### src/rtl/pdm_pkg.sv
package pdm_pkg;
  typedef enum logic [1:0] {
    MODE_RUN    = 2'd0,
    MODE_SLEEP  = 2'd1,
    MODE_STBY   = 2'd2,
    MODE_SETTLE = 2'd3
  } pd_mode_e;

  localparam logic ADDR_CTRL = 1'b0;
  localparam logic ADDR_STOP = 1'b1;
endpackage

### src/rtl/pdm_regs.sv
module pdm_regs #(
  parameter int NMOD     = 16,
  parameter int SETTLE_W = 4,
  parameter int DMA_BIT  = 15,
  parameter int XFER_BIT = 14
) (
  input  logic                clk,
  input  logic                rst_n,
  input  logic                we,
  input  logic                waddr,
  input  logic [NMOD-1:0]     wdata,
  input  logic                src_cpu,
  input  logic                raddr,
  output logic [NMOD-1:0]     rdata,
  input  logic                dma_busy,
  input  logic                xfer_busy,
  output logic                stby_sel,
  output logic                bus_hold,
  output logic [SETTLE_W-1:0] settle,
  output logic [NMOD-1:0]     stop
);
  import pdm_pkg::*;

  localparam logic [NMOD-1:0] GUARD_BITS = (NMOD'(1) << DMA_BIT) | (NMOD'(1) << XFER_BIT);
  localparam logic [NMOD-1:0] STOP_RESET = ~GUARD_BITS;

  logic [NMOD-1:0] blocked;
  logic [NMOD-1:0] stop_next;
  logic            wr_ctrl, wr_stop;

  assign wr_ctrl = we && (waddr == ADDR_CTRL);
  assign wr_stop = we && (waddr == ADDR_STOP) && src_cpu;

  // bits that would go from 0 to 1 on a busy engine
  always_comb begin
    blocked = '0;
    blocked[DMA_BIT]  = dma_busy  && wdata[DMA_BIT]  && !stop[DMA_BIT];
    blocked[XFER_BIT] = xfer_busy && wdata[XFER_BIT] && !stop[XFER_BIT];
  end

  genvar g;
  generate
    for (g = 0; g < NMOD; g++) begin : g_stop
      assign stop_next[g] = blocked[g] ? stop[g] : wdata[g];
    end
  endgenerate

  always_ff @(posedge clk or negedge rst_n) begin
    if (!rst_n) begin
      stby_sel <= 1'b0;
      bus_hold <= 1'b1;
      settle   <= '1;
    end else if (wr_ctrl) begin
      stby_sel <= wdata[0];
      bus_hold <= wdata[1];
      settle   <= wdata[4 +: SETTLE_W];
    end
  end

  always_ff @(posedge clk or negedge rst_n) begin
    if (!rst_n) stop <= STOP_RESET;
    else if (wr_stop) stop <= stop_next;
  end

  always_comb begin
    rdata = '0;
    if (raddr == ADDR_CTRL) begin
      rdata[0] = stby_sel;
      rdata[1] = bus_hold;
      rdata[4 +: SETTLE_W] = settle;
    end else begin
      rdata = stop;
    end
  end

  p_dma_guard_r5: assert property (@(posedge clk) disable iff (!rst_n)
    (we && waddr == ADDR_STOP && dma_busy && !stop[DMA_BIT]) |=> !stop[DMA_BIT]);
  p_xfer_guard_r5: assert property (@(posedge clk) disable iff (!rst_n)
    (we && waddr == ADDR_STOP && xfer_busy && !stop[XFER_BIT]) |=> !stop[XFER_BIT]);
  p_noncpu_ignored_r6: assert property (@(posedge clk) disable iff (!rst_n)
    (we && waddr == ADDR_STOP && !src_cpu) |=> $stable(stop));
endmodule

### src/rtl/pdm_seq.sv
module pdm_seq #(
  parameter int SETTLE_W    = 4,
  parameter int SETTLE_STEP = 8
) (
  input  logic                clk,
  input  logic                rst_n,
  input  logic                sleep_req,
  input  logic                wake_evt,
  input  logic                stby_sel,
  input  logic [SETTLE_W-1:0] settle,
  output pdm_pkg::pd_mode_e   state
);
  import pdm_pkg::*;

  localparam int CNT_W = SETTLE_W + $clog2(SETTLE_STEP) + 1;

  pd_mode_e   state_nx;
  logic [CNT_W-1:0] cnt, cnt_nx, cnt_load;

  assign cnt_load = (CNT_W'(settle) + CNT_W'(1)) * CNT_W'(SETTLE_STEP) - CNT_W'(1);

  always_comb begin
    state_nx = state;
    cnt_nx   = cnt;
    unique case (state)
      MODE_RUN: begin
        if (sleep_req) state_nx = stby_sel ? MODE_STBY : MODE_SLEEP;
      end
      MODE_SLEEP: begin
        if (wake_evt) state_nx = MODE_RUN;
      end
      MODE_STBY: begin
        if (wake_evt) begin
          state_nx = MODE_SETTLE;
          cnt_nx   = cnt_load;
        end
      end
      MODE_SETTLE: begin
        if (cnt == '0) state_nx = MODE_RUN;
        else cnt_nx = cnt - CNT_W'(1);
      end
      default: state_nx = MODE_RUN;
    endcase
  end

  always_ff @(posedge clk or negedge rst_n) begin
    if (!rst_n) begin
      state <= MODE_RUN;
      cnt   <= '0;
    end else begin
      state <= state_nx;
      cnt   <= cnt_nx;
    end
  end

  p_sleep_exit_r9: assert property (@(posedge clk) disable iff (!rst_n)
    (state == MODE_SLEEP && wake_evt) |=> state == MODE_RUN);
  p_stby_wake_r8: assert property (@(posedge clk) disable iff (!rst_n)
    (state == MODE_STBY && wake_evt) |=> state == MODE_SETTLE);
  p_settle_exit_r8: assert property (@(posedge clk) disable iff (!rst_n)
    (state == MODE_SETTLE) |=> (state == MODE_SETTLE || state == MODE_RUN));
endmodule

### src/rtl/pdm_gate.sv
module pdm_gate #(
  parameter int              NMOD     = 16,
  parameter logic [NMOD-1:0] RST_MASK = 16'h0220
) (
  input  pdm_pkg::pd_mode_e state,
  input  logic              bus_hold,
  input  logic [NMOD-1:0]   stop,
  output logic              cpu_clk_en,
  output logic [NMOD-1:0]   per_clk_en,
  output logic              osc_en,
  output logic              bus_float,
  output logic [NMOD-1:0]   per_rst,
  output logic [NMOD-1:0]   irq_mask
);
  import pdm_pkg::*;

  logic per_run, deep, in_stby;

  assign per_run = (state == MODE_RUN) || (state == MODE_SLEEP);
  assign in_stby = (state == MODE_STBY);
  assign deep    = in_stby || (state == MODE_SETTLE);

  assign cpu_clk_en = (state == MODE_RUN);
  assign osc_en     = !in_stby;
  assign bus_float  = deep && !bus_hold;
  assign irq_mask   = stop;

  genvar g;
  generate
    for (g = 0; g < NMOD; g++) begin : g_per
      assign per_clk_en[g] = per_run && !stop[g];
      assign per_rst[g]    = in_stby && RST_MASK[g];
    end
  endgenerate
endmodule

### src/rtl/pdm_ctrl.sv
module pdm_ctrl #(
  parameter int              NMOD        = 16,
  parameter int              SETTLE_W    = 4,
  parameter int              SETTLE_STEP = 8,
  parameter int              DMA_BIT     = 15,
  parameter int              XFER_BIT    = 14,
  parameter logic [NMOD-1:0] RST_MASK    = 16'h0220
) (
  input  logic            clk,
  input  logic            rst_n,
  input  logic            reg_we,
  input  logic            reg_addr,
  input  logic [NMOD-1:0] reg_wdata,
  input  logic            reg_src_cpu,
  input  logic            reg_raddr,
  output logic [NMOD-1:0] reg_rdata,
  input  logic            sleep_req,
  input  logic            wake_evt,
  input  logic            dma_busy,
  input  logic            xfer_busy,
  output logic            cpu_clk_en,
  output logic [NMOD-1:0] per_clk_en,
  output logic            osc_en,
  output logic            bus_float,
  output logic [NMOD-1:0] per_rst,
  output logic [NMOD-1:0] irq_mask,
  output logic [1:0]      mode
);
  import pdm_pkg::*;

  logic                stby_sel, bus_hold;
  logic [SETTLE_W-1:0] settle;
  logic [NMOD-1:0]     stop;
  pd_mode_e            state;

  pdm_regs #(.NMOD(NMOD), .SETTLE_W(SETTLE_W), .DMA_BIT(DMA_BIT), .XFER_BIT(XFER_BIT)) u_regs (
    .clk(clk), .rst_n(rst_n), .we(reg_we), .waddr(reg_addr), .wdata(reg_wdata),
    .src_cpu(reg_src_cpu), .raddr(reg_raddr), .rdata(reg_rdata),
    .dma_busy(dma_busy), .xfer_busy(xfer_busy),
    .stby_sel(stby_sel), .bus_hold(bus_hold), .settle(settle), .stop(stop)
  );

  pdm_seq #(.SETTLE_W(SETTLE_W), .SETTLE_STEP(SETTLE_STEP)) u_seq (
    .clk(clk), .rst_n(rst_n), .sleep_req(sleep_req), .wake_evt(wake_evt),
    .stby_sel(stby_sel), .settle(settle), .state(state)
  );

  pdm_gate #(.NMOD(NMOD), .RST_MASK(RST_MASK)) u_gate (
    .state(state), .bus_hold(bus_hold), .stop(stop),
    .cpu_clk_en(cpu_clk_en), .per_clk_en(per_clk_en), .osc_en(osc_en),
    .bus_float(bus_float), .per_rst(per_rst), .irq_mask(irq_mask)
  );

  assign mode = state;

  p_stby_entry_r1: assert property (@(posedge clk) disable iff (!rst_n)
    (state == MODE_RUN && sleep_req && stby_sel) |=> (!cpu_clk_en && !osc_en && per_clk_en == '0));
  p_sleep_entry_r7: assert property (@(posedge clk) disable iff (!rst_n)
    (state == MODE_RUN && sleep_req && !stby_sel) |=> (!cpu_clk_en && osc_en));
  p_settle_gated_r8: assert property (@(posedge clk) disable iff (!rst_n)
    (mode == 2'd3) |-> (osc_en && !cpu_clk_en && per_clk_en == '0));
  p_rst_only_stby_r2: assert property (@(posedge clk) disable iff (!rst_n)
    (mode != 2'd2) |-> (per_rst == '0));
endmodule

### config.mk
export PLATFORM = sky130hd
export DESIGN_NAME = pdm_ctrl
export DESIGN_NICKNAME = d
export VERILOG_FILES = /design/src/rtl/pdm_pkg.sv /design/src/rtl/pdm_regs.sv /design/src/rtl/pdm_seq.sv /design/src/rtl/pdm_gate.sv /design/src/rtl/pdm_ctrl.sv
export SDC_FILE = /design/constraint.sdc
export NUM_CORES = 1
export LEC_CHECK = 0
export ABC_AREA = 1
export BUFFER_PORTS_ARGS = -buffer_cell sky130_fd_sc_hd__buf_4
export CAP_MARGIN = 20
export CORE_MARGIN = 5
export CORE_UTILIZATION = 42
export CTS_CLUSTER_DIAMETER = 50
export DETAILED_ROUTE_END_ITERATION = 8
export PLACE_DENSITY = 0.8
export REMOVE_ABC_BUFFERS = 1
export SYNTH_ARGS = -nofsm -noshare
export SYNTH_HDL_FRONTEND = slang
export SYNTH_SLANG_ARGS = --single-unit
### constraint.sdc
create_clock -name clk -period 1.55 [get_ports clk]
set_input_delay 0.31 -clock clk [delete_from_list [all_inputs] [get_ports clk]]
set_output_delay 0.31 -clock clk [all_outputs]
set_load 0.02 [all_outputs]
# After elaboration in Yosys (flattened, before gate mapping)

Cells that the tools add are included.

Register bits after elaboration: 32
Bits of input ports: 26
Output and inout bits: 69
Word-level logic and storage cells: 86

Add/subtract/negate cells: 3
Equal/unequal tests: 8
Mux-type cells: 13
Bitwise logic cells: 3
Reduce and logical (&&, ||, !) cells: 51

Operators by type and width:

| cell                | number |
|---|---|
| $logic_and 1x1->1   | 24 |
| $mux 8              | 3 |
| $logic_not 1->1     | 18 |
| $pmux 8 s2          | 1 |
| $sub 8x1->8 const B | 2 |
| $mux 2              | 7 |
| $ne 2x2->1 const B  | 5 |
| $logic_not 8->1     | 1 |
| $pmux 2 s4          | 1 |
| $add 4x1->5 const B | 1 |
| $eq 2x2->1 const B  | 2 |
| $mux 4              | 1 |
| $reduce_and 2->1    | 2 |
| $reduce_and 4->1    | 1 |
| $not 1->1           | 3 |
| $reduce_and 3->1    | 1 |
| $eq 2x1->1 const B  | 1 |
| $logic_not 2->1     | 1 |
| $logic_or 1x1->1    | 2 |
| $reduce_bool 2->1   | 1 |

# Longest topological paths before layout

Gate-level depths: netlist of the first run.

Word-level depth: 4
Depth in mapped cells: 10
Depth with buffers taken out: 10

# By module

Synthesis of the first run repeated with hierarchy kept, for this count alone.

Cells, all modules: 304
Area total of the unflattened synthesis: 2299.7 um^2

Modules (own cells, without submodules):

| module   | instances | cells each | area each (um^2) | seq. area each (um^2) |
|---|---|---|---|---|
| pdm_regs | 1         | 134        | 1081.0           | 574.3 |
| pdm_seq  | 1         | 113        | 865.8            | 250.2 |
| pdm_gate | 1         | 57         | 352.8            | 0.0 |

# Least setup slack after synthesis of the first run

No wires, ideal clock.

Path kind: register to output
From: register u_seq.state[1]
To: output per_clk_en[0]
Arrival time: 1156 ps
Required time: 1240 ps
Slack: 84 ps
Cell stages (with the launch flop): 4
Path buffers: 2
Cell sequence: dfrtp_1 buf_2 buf_2 nor2_1

Cells in the longest elaborated chain, start to end: 3
Elaborated cells on any way between the ends: 4
Classes of those cells: eq/ne: 1; reduce/logical: 3

Ends and longest elaborated chain:

| element                                              | line           | text |
|---|---|---|
| start: declaration                                   | pdm_seq.sv:11  | `output pdm_pkg::pd_mode_e state` |
| start signal: assignment                             | pdm_seq.sv:51  | `state <= state_nx;` |
| $eq 2x1->1 / $logic_not 2->1 (equally long branches) | pdm_gate.sv:19 | `assign per_run = (state == MODE_RUN) \|\| (state == MODE_SLEEP);` |
| $logic_or 1x1->1 *                                   | pdm_gate.sv:19 |  |
| $logic_and 1x1->1 *                                  | pdm_gate.sv:31 | `assign per_clk_en[g] = per_run && !stop[g];` |
| end: declaration                                     | pdm_ctrl.sv:22 | `output logic [NMOD-1:0] per_clk_en,` |

Mark *: on every way between the ends. The rest lies on a longest branch, timed or not.

# Final worst setup path of the first run

From: register u_regs.settle[0]
To: output reg_rdata[4]

Cells in the longest elaborated chain, start to end: 1

Ends and longest elaborated chain:

| element                  | line           | text |
|---|---|---|
| start: declaration       | pdm_regs.sv:19 | `output logic [SETTLE_W-1:0] settle,` |
| start signal: assignment | pdm_regs.sv:56 | `settle <= wdata[4 +: SETTLE_W];` |
| $mux 4                   | pdm_regs.sv:67 | `if (raddr == ADDR_CTRL) begin` |
| end: declaration         | pdm_ctrl.sv:16 | `output logic [NMOD-1:0] reg_rdata,` |

Every way passes these cells.

==> results by group, run 1 <==
Status
  • Status: finished clean

Synth
  • Top-count cell post-synth: nand2_1
  • Synth cell types: 29
  • Synth Cell Area: 2060 sq um
  • Syn Inst Count: 282
  • #FFs+latches synth: 32
  • Number of warnings issued by yosys: 0
  • Post-synth EDFFs: 0
  • Share of flip-flops with an asynchronous set or reset: 100%
  • Area leader, netlist: dfstp_2
  • Area contributors post-synth: dfstp_2 (24%), dfrtp_1 (16%), nand2_1 (15%), inv_1 (6.2%), o21ai_0 (5.8%)
  • Top cells by count, synth: nand2_1 (83), inv_1 (34), nor2_1 (31)
  • Register area share after synthesis: 40.1%
  • Ys flop type: dfstp_2
  • Syn Area/Cell: 7.29 sq um
  • Synth top area share: 24.3%

Finish
  • Layout Nets: 399
  • Ant diodes: 0
  • Fillers: 409
  • Multi-input logic area: 1010 sq um
  • Storage element area: 826 sq um
  • Synth-to-Final Area Change: 39.3%
  • Post-route cell area: 2860 sq um
  • Fraction of layout cells with a size suffix above 1: 40.3%
  • Layout Utilization: 60.6%

GRT
  • GRT overflow: 0
  • Vias in the first global route: 1940
  • Antenna violations before repair: 0
  • Tot GR Track Use: 17.4%
  • Pin count of the biggest net entering global routing: 33
  • First-pass GRT wire length: 8720 um

Routing
  • Vias per cell: 4.71
  • Via count: 2060
  • DRC viols: 0
  • First DRT Iteration DRCs: 111
  • Wire per inst: 12.5 um
  • Pre-antenna DRT Iters: 4
  • Final WL: 5470 um
  • Antenna Nets Post-Route: 0

Floorplan
  • Num rows: 25
  • DIE WIDTH: 80.0 um
  • Initial Util: 43.5%
  • Chip height: 80.0 um
  • Io pins: 95
  • Core area: 4720 sq um
  • DIE AREA: 6390 sq um

Clock tree
  • H-Tree Depth: 2
  • Clock transition at the registers of the reported paths: 0.07 ns
  • Skew-Pair Late Insertion Delay: 0.29 ns
  • CTS buffer count: 5
  • Root Driver: clkbuf_8
  • CTS Sinks: 32
  • Clk buf depth: 2
  • TritonCTS clock tree: yes

Timing
  • Final TNS setup: 0 ns
  • Slew Viols, Final: 0
  • Final min period: 1.54 ns
  • Final period util: 99.5%
  • RSZ-0062 raised after global routing: true
  • Clock Skews: 0.0130 ns
  • Final Hold Viols: 0
  • Final setup viols: 0
  • Hold slack: 0.216 ns
  • Peak Freq: 649 MHz

Setup path
  • Crit path DAT: 1.23 ns
  • Worst Path Required: 1.24 ns
  • Slowest-stage cell, CP: dfstp_2
  • Worst Setup End Kind: output port
  • Crit start category: flop
  • Setup CP Type: flop to output port
  • CP peak stage delay: 0.57 ns
  • CP Max Fanout: 5
  • Worst-path cell chain: inv_1 > o21ai_2 > buf_4

Worst hold path
  • Min-delay worst type: input port to flop

Power and ir drop
  • Leak Pwr: 1.54 nW
  • Cell Pwr Density: 1580 nW/um^2
  • Max VDD drop: 0.824 mV

Job
  • Maxcap violations: 0

Place
  • I/O Buffers: 80
  • Final Wtd Congestion: 0.794
  • Placed Area: 2640 sq um
  • Post-DP HPWL: 4020 um
[cells in the final DEF, fill, tap and decap left out, types with 2 or more instances in the layout]
cell type / netlist / routed
a21oi_1: 2 / 2
buf_4: 16 / 87
buf_6: 0 / 2
clkbuf_8: 0 / 7
conb_1: 1 / 14
dfrtp_1: 13 / 12
dfstp_2: 19 / 19
ha_1: 4 / 2
ha_2: 0 / 2
inv_1: 34 / 34
inv_2: 2 / 2
nand2_1: 83 / 81
nand2_2: 6 / 8
nand2_4: 2 / 2
nand3_1: 14 / 14
nand3b_1: 2 / 2
nand4_1: 2 / 2
nor2_1: 31 / 27
nor2_2: 3 / 4
nor2_4: 0 / 3
nor3_1: 2 / 2
o21ai_0: 24 / 22
o21ai_2: 6 / 7
o22a_1: 2 / 2
[logic make-up (layout without fill, tap and decap cells)]
| group | count (synthesis) | count (layout) | share of synthesized area [%] |
|---|---|---|---|
| flops | 32 | 32 | 40.1 |
| buf+inv | 61 | 136 | 15.3 |
| other cells | 1 | 14 | 0.182 |
| fa+ha+maj | 4 | 4 | 2.43 |
| xor+xnor | 1 | 1 | 0.426 |
| simple gates | 146 | 146 | 30.4 |
| compound gates | 35 | 35 | 10.1 |
| mux | 2 | 2 | 1.10 |
[metal layers]
metal | global-route usage, % | wire length [um]
met1 | 22.2 | 2330
met2 | 27.6 | 2590
met3 | 5.42 | 461
met4 | 6.25 | 95
met5 | 0 | 0
[flip-flops by register name (all words and copies together) (netlist names)]
signal and flops:
u_seq.cnt 8, u_regs.stop 16, u_regs.stby_sel 1, u_regs.bus_hold 1, u_seq.state 2, u_regs.settle 4
[path summary, 6_finish.rpt]
kind / startpoint / endpoint / slack [ns] / cells after the start
min in group asynchronous: rst_n / u_seq.cnt[7] / 0.49 / 2
worst max register to register: u_regs.settle[0] / u_seq.cnt[6] / 0.03 / 10
max in group asynchronous: rst_n / u_regs.stop[9] / 0.71 / 2
worst min-delay path: reg_wdata[12] / u_regs.stop[12] / 0.22 / 3
worst max-delay path: u_regs.settle[0] / reg_rdata[4] / 0.008 / 3
worst min register to register: u_regs.stop[11] / u_regs.stop[11] / 0.49 / 2
[worst max-delay path: cells and delay by family (launching register included)]
kind | cells | cell delay (ns)
buf+inv | 2 | 0.24
compound gates | 1 | 0.13
flops | 1 | 0.57
[power by group]
part	total [mW]	switching, mW	internal, mW
registers	1.33	0.220	1.11
logic	2.48	1.48	0.991
clock network	0.711	0.306	0.405
[final cells by class]
cell class                 instances  share of cell area (%)
multi-input combinational        202                    35.2
sequential                        32                    28.8
timing repair buffer              91                    24.5
inverter                          37                    5.03
clock buffer                       8                    3.50
tap                               67                    2.93
[timing repair]
item	4_1_cts	5_1_grt
endpoints found under the setup margin	11	21
endpoints found under the hold margin	13	0
buffers inserted	3	4
pin swaps	0	2
hold buffers	1	0
resized for setup	6	14
cloned	0	0
[through the flow]
stage / std cells / power, mW / worst slack (ns)
2_1_floorplan: 271 / 2.76 / -0.410
4_1_cts: 433 / 4.46 / 0.00486
5_1_grt: 437 / 4.85 / -0.0713
6_report: 437 / 4.52 / 0.00804
3_3_place_gp: 421 / 3.61 / 0.0786
3_5_place_dp: 421 / 3.68 / 0.00331
No activity file was read; power rests on OpenSTA's default activity.
==> run 2, diff against run 1 <==
CORE_UTILIZATION = 30   (was 42)
PLACE_DENSITY = 0.62   (was 0.8)
==> run 2 against run 1 <==
Compared with the run above:
- the flow now finishes with violations (setup timing)
- critical path depth unchanged
- clock skew is 0.0035 ns lower
- global-route usage is 4.7 points lower
- clock power decreased by 3.5%
- sequential power is essentially flat
==> results by group, run 2 (synthesized netlist as in run 1, its figures left out) <==
Floorplan
  • Num rows: 30 (was 25)
  • DIE WIDTH: 92.8 um (was 80.0 um)
  • Io pins: 95 (unchanged)
  • Core area: 6720 sq um (was 4720 sq um)
  • Chip height: 92.8 um (was 80.0 um)
  • Initial Util: 30.6% (was 43.5%)
  • DIE AREA: 8610 sq um (was 6390 sq um)

Timing
  • Slew Viols, Final: 0 (unchanged)
  • Setup WS post-layout: -0.0375 ns (was 0.00804 ns)
  • Final min period: 1.59 ns (was 1.54 ns)
  • Final period util: 102% (was 99.5%)
  • Final setup viols: 1 (was 0)
  • Clock Skews: 0.00955 ns (was 0.0130 ns)
  • RSZ-0062 raised after global routing: true (unchanged)
  • Final Hold Viols: 0 (unchanged)
  • Peak Freq: 630 MHz (was 649 MHz)

Clock tree
  • TritonCTS clock tree: yes (unchanged)
  • H-Tree Depth: 2 (unchanged)
  • Root Driver: clkbuf_8 (unchanged)
  • Skew-Pair Late Insertion Delay: 0.29 ns (about the same)
  • CTS buffer count: 5 (unchanged)
  • Clk buf depth: 2 (unchanged)
  • Clock transition at the registers of the reported paths: 0.07 ns (about the same)
  • CTS Sinks: 32 (unchanged)

Place
  • Dpl ws: 0.0720 ns (was 0.00331 ns)
  • I/O Buffers: 80 (unchanged)
  • Dpl cells: 437 (was 421)
  • Final Wtd Congestion: 0.832 (was 0.794)
  • Post-DP HPWL: 4040 um (was 4020 um)
  • Placed Area: 2680 sq um (was 2640 sq um)

Setup path
  • Crit start category: flop (unchanged)
  • Slowest-stage cell, CP: dfstp_2 (unchanged)
  • Buffer and inverter count on the worst path: 2 (unchanged)
  • Worst Path Required: 1.24 ns (about the same)
  • Setup CP Type: flop to output port (unchanged)
  • R2R depth: 10 (unchanged)
  • CP Max Fanout: 5 (unchanged)
  • Worst Setup End Kind: output port (unchanged)
  • Crit path max-delay family: flip-flops (unchanged)
  • Crit Reg-Reg Endpoint: u_seq.cnt[6] (unchanged)
  • CP most frequent cell: buf_6
  • Worst-path cell chain: buf_6 > mux2_4 > buf_6 (was inv_1 > o21ai_2 > buf_4)
  • CP peak stage delay: 0.60 ns (was 0.57 ns)
  • R2R Setup Slk: 0.02 ns (was 0.03 ns)
  • Crit path DAT: 1.28 ns (was 1.23 ns)
  • FF-to-FF Start: u_regs.settle[0] (unchanged)

Power and ir drop
  • Leak Pwr: 1.55 nW (was 1.54 nW)
  • Max VDD drop: 0.623 mV (was 0.824 mV)
  • Cell Pwr Density: 1510 nW/um^2 (was 1580 nW/um^2)

Routing
  • Wire per inst: 11.9 um (was 12.5 um)
  • Vias per cell: 4.41 (was 4.71)
  • First DRT Iteration DRCs: 44 (was 111)
  • Via count: 1992 (was 2060)
  • Final WL: 5390 um (was 5470 um)
  • Antenna Nets Post-Route: 0 (unchanged)
  • Pre-antenna DRT Iters: 4 (unchanged)
  • DRC viols: 0 (unchanged)

GRT
  • Vias in the first global route: 1962 (was 1940)
  • Tot GR Track Use: 12.7% (was 17.4%)
  • Pin count of the biggest net entering global routing: 33 (unchanged)
  • First-pass GRT wire length: 8840 um (was 8720 um)
  • Antenna violations before repair: 0 (unchanged)
  • GRT overflow: 0 (unchanged)

Finish
  • Synth-to-Final Area Change: 42.5% (was 39.3%)
  • Top reg by flops: u_regs.stop (unchanged)
  • Max reg flops: 16 (unchanged)
  • Biggest regs: u_regs.stop x16, u_seq.cnt x8, u_regs.settle x4 (unchanged)
  • Fillers: 676 (was 409)
  • Most frequent cells in the layout: buf_4 (86), nand2_1 (79), nor2_1 (31) (was buf_4 (87), nand2_1 (81), inv_1 (34))
  • Post-route cell area: 2930 sq um (was 2860 sq um)
  • Fraction of layout cells with a size suffix above 1: 41.9% (was 40.3%)
  • Final non-filler cell total: 452 (was 437)
  • Layout Nets: 401 (was 399)
  • Leading cell type in the layout, fill and taps excluded: buf_4 (unchanged)
  • Ant diodes: 0 (unchanged)

Worst hold path
  • Worst Hold End: u_regs.stop[8] (was u_regs.stop[12])
  • Hold path startpoint: reg_wdata[8] (was reg_wdata[12])
  • Hold Crit Depth: 3 (unchanged)
  • Min-delay worst type: input port to flop (unchanged)

Status
  • Status: finished, violations left (was finished clean)
  • Failing checks: setup timing

Job
  • Maxcap violations: 0 (unchanged)
## run 2: metrics by stage
stage          util (%)  power, mW  setup TNS (ns)  hold slack [ns]
6_report           43.6       4.43         -0.0375            0.215
5_1_grt            43.6       4.79          -0.703            0.213
4_1_cts            42.0       4.41         -0.0829            0.207
3_5_place_dp       39.9       3.68               0            0.274
3_3_place_gp       39.9       3.64               0            0.277
2_1_floorplan         -       2.76           -3.18           0.0144
## run 2: timing repair
action / 4_1_cts / 5_1_grt
setup buffers: 2 / 4
hold endpoints to repair: 13 / 0
hold buffers: 1 / 0
resized for setup: 10 / 19
endpoints found under the setup margin: 20 / 23
pin swaps: 2 / 11
## run 2: report_power, final
group          total (mW)  internal (mW)  switching (mW)  leakage, nW
Sequential           1.32           1.11           0.210        0.356
Combinational        2.43          0.971            1.46         1.15
Clock               0.686          0.359           0.327       0.0434
## run 2: final cells by class
class                   instances  area, sq um  area share, %
multi-input cells             202         1040           35.4
clock inverters                 2         15.0          0.513
flip-flops and latches         32          825           28.2
well taps                      80          100           3.42
repair buffers                 93          723           24.7
clock buffers                   6         82.6           2.82
inverters                      37          146           5.00
## run 2: metal layers
| layer | wire length [um] | track usage [%] | share of wire [%] |
|---|---|---|---|
| met2 | 2410 | 19.8 | 45 |
| met1 | 2470 | 16.0 | 46 |
| met3 | 412 | 4.79 | 7.6 |
| met5 | 0 | 0 | 0 |
| met4 | 93 | 4.64 | 1.7 |
## run 2: how the worst max path moves through the flow
stage | startpoint | to | cells past startpoint | slack, ns
floorplan | u_seq.state[1] | u_seq.cnt[7] | 7 | -0.41
global placement | u_regs.settle[0] | u_seq.cnt[7] | 10 | 0.11
detailed placement | u_regs.settle[0] | u_seq.cnt[7] | 10 | 0.07
CTS | u_regs.settle[0] | u_seq.cnt[7] | 11 | -0.03
global route | u_regs.settle[0] | u_seq.cnt[6] | 10 | -0.14
finish | u_regs.settle[1] | reg_rdata[5] | 3 | -0.04
## run 2: worst min-delay path, cell delays in order
cell and delay (ns):
buf_4 0.07, nand2_1 0.04, nand2_1 0.05
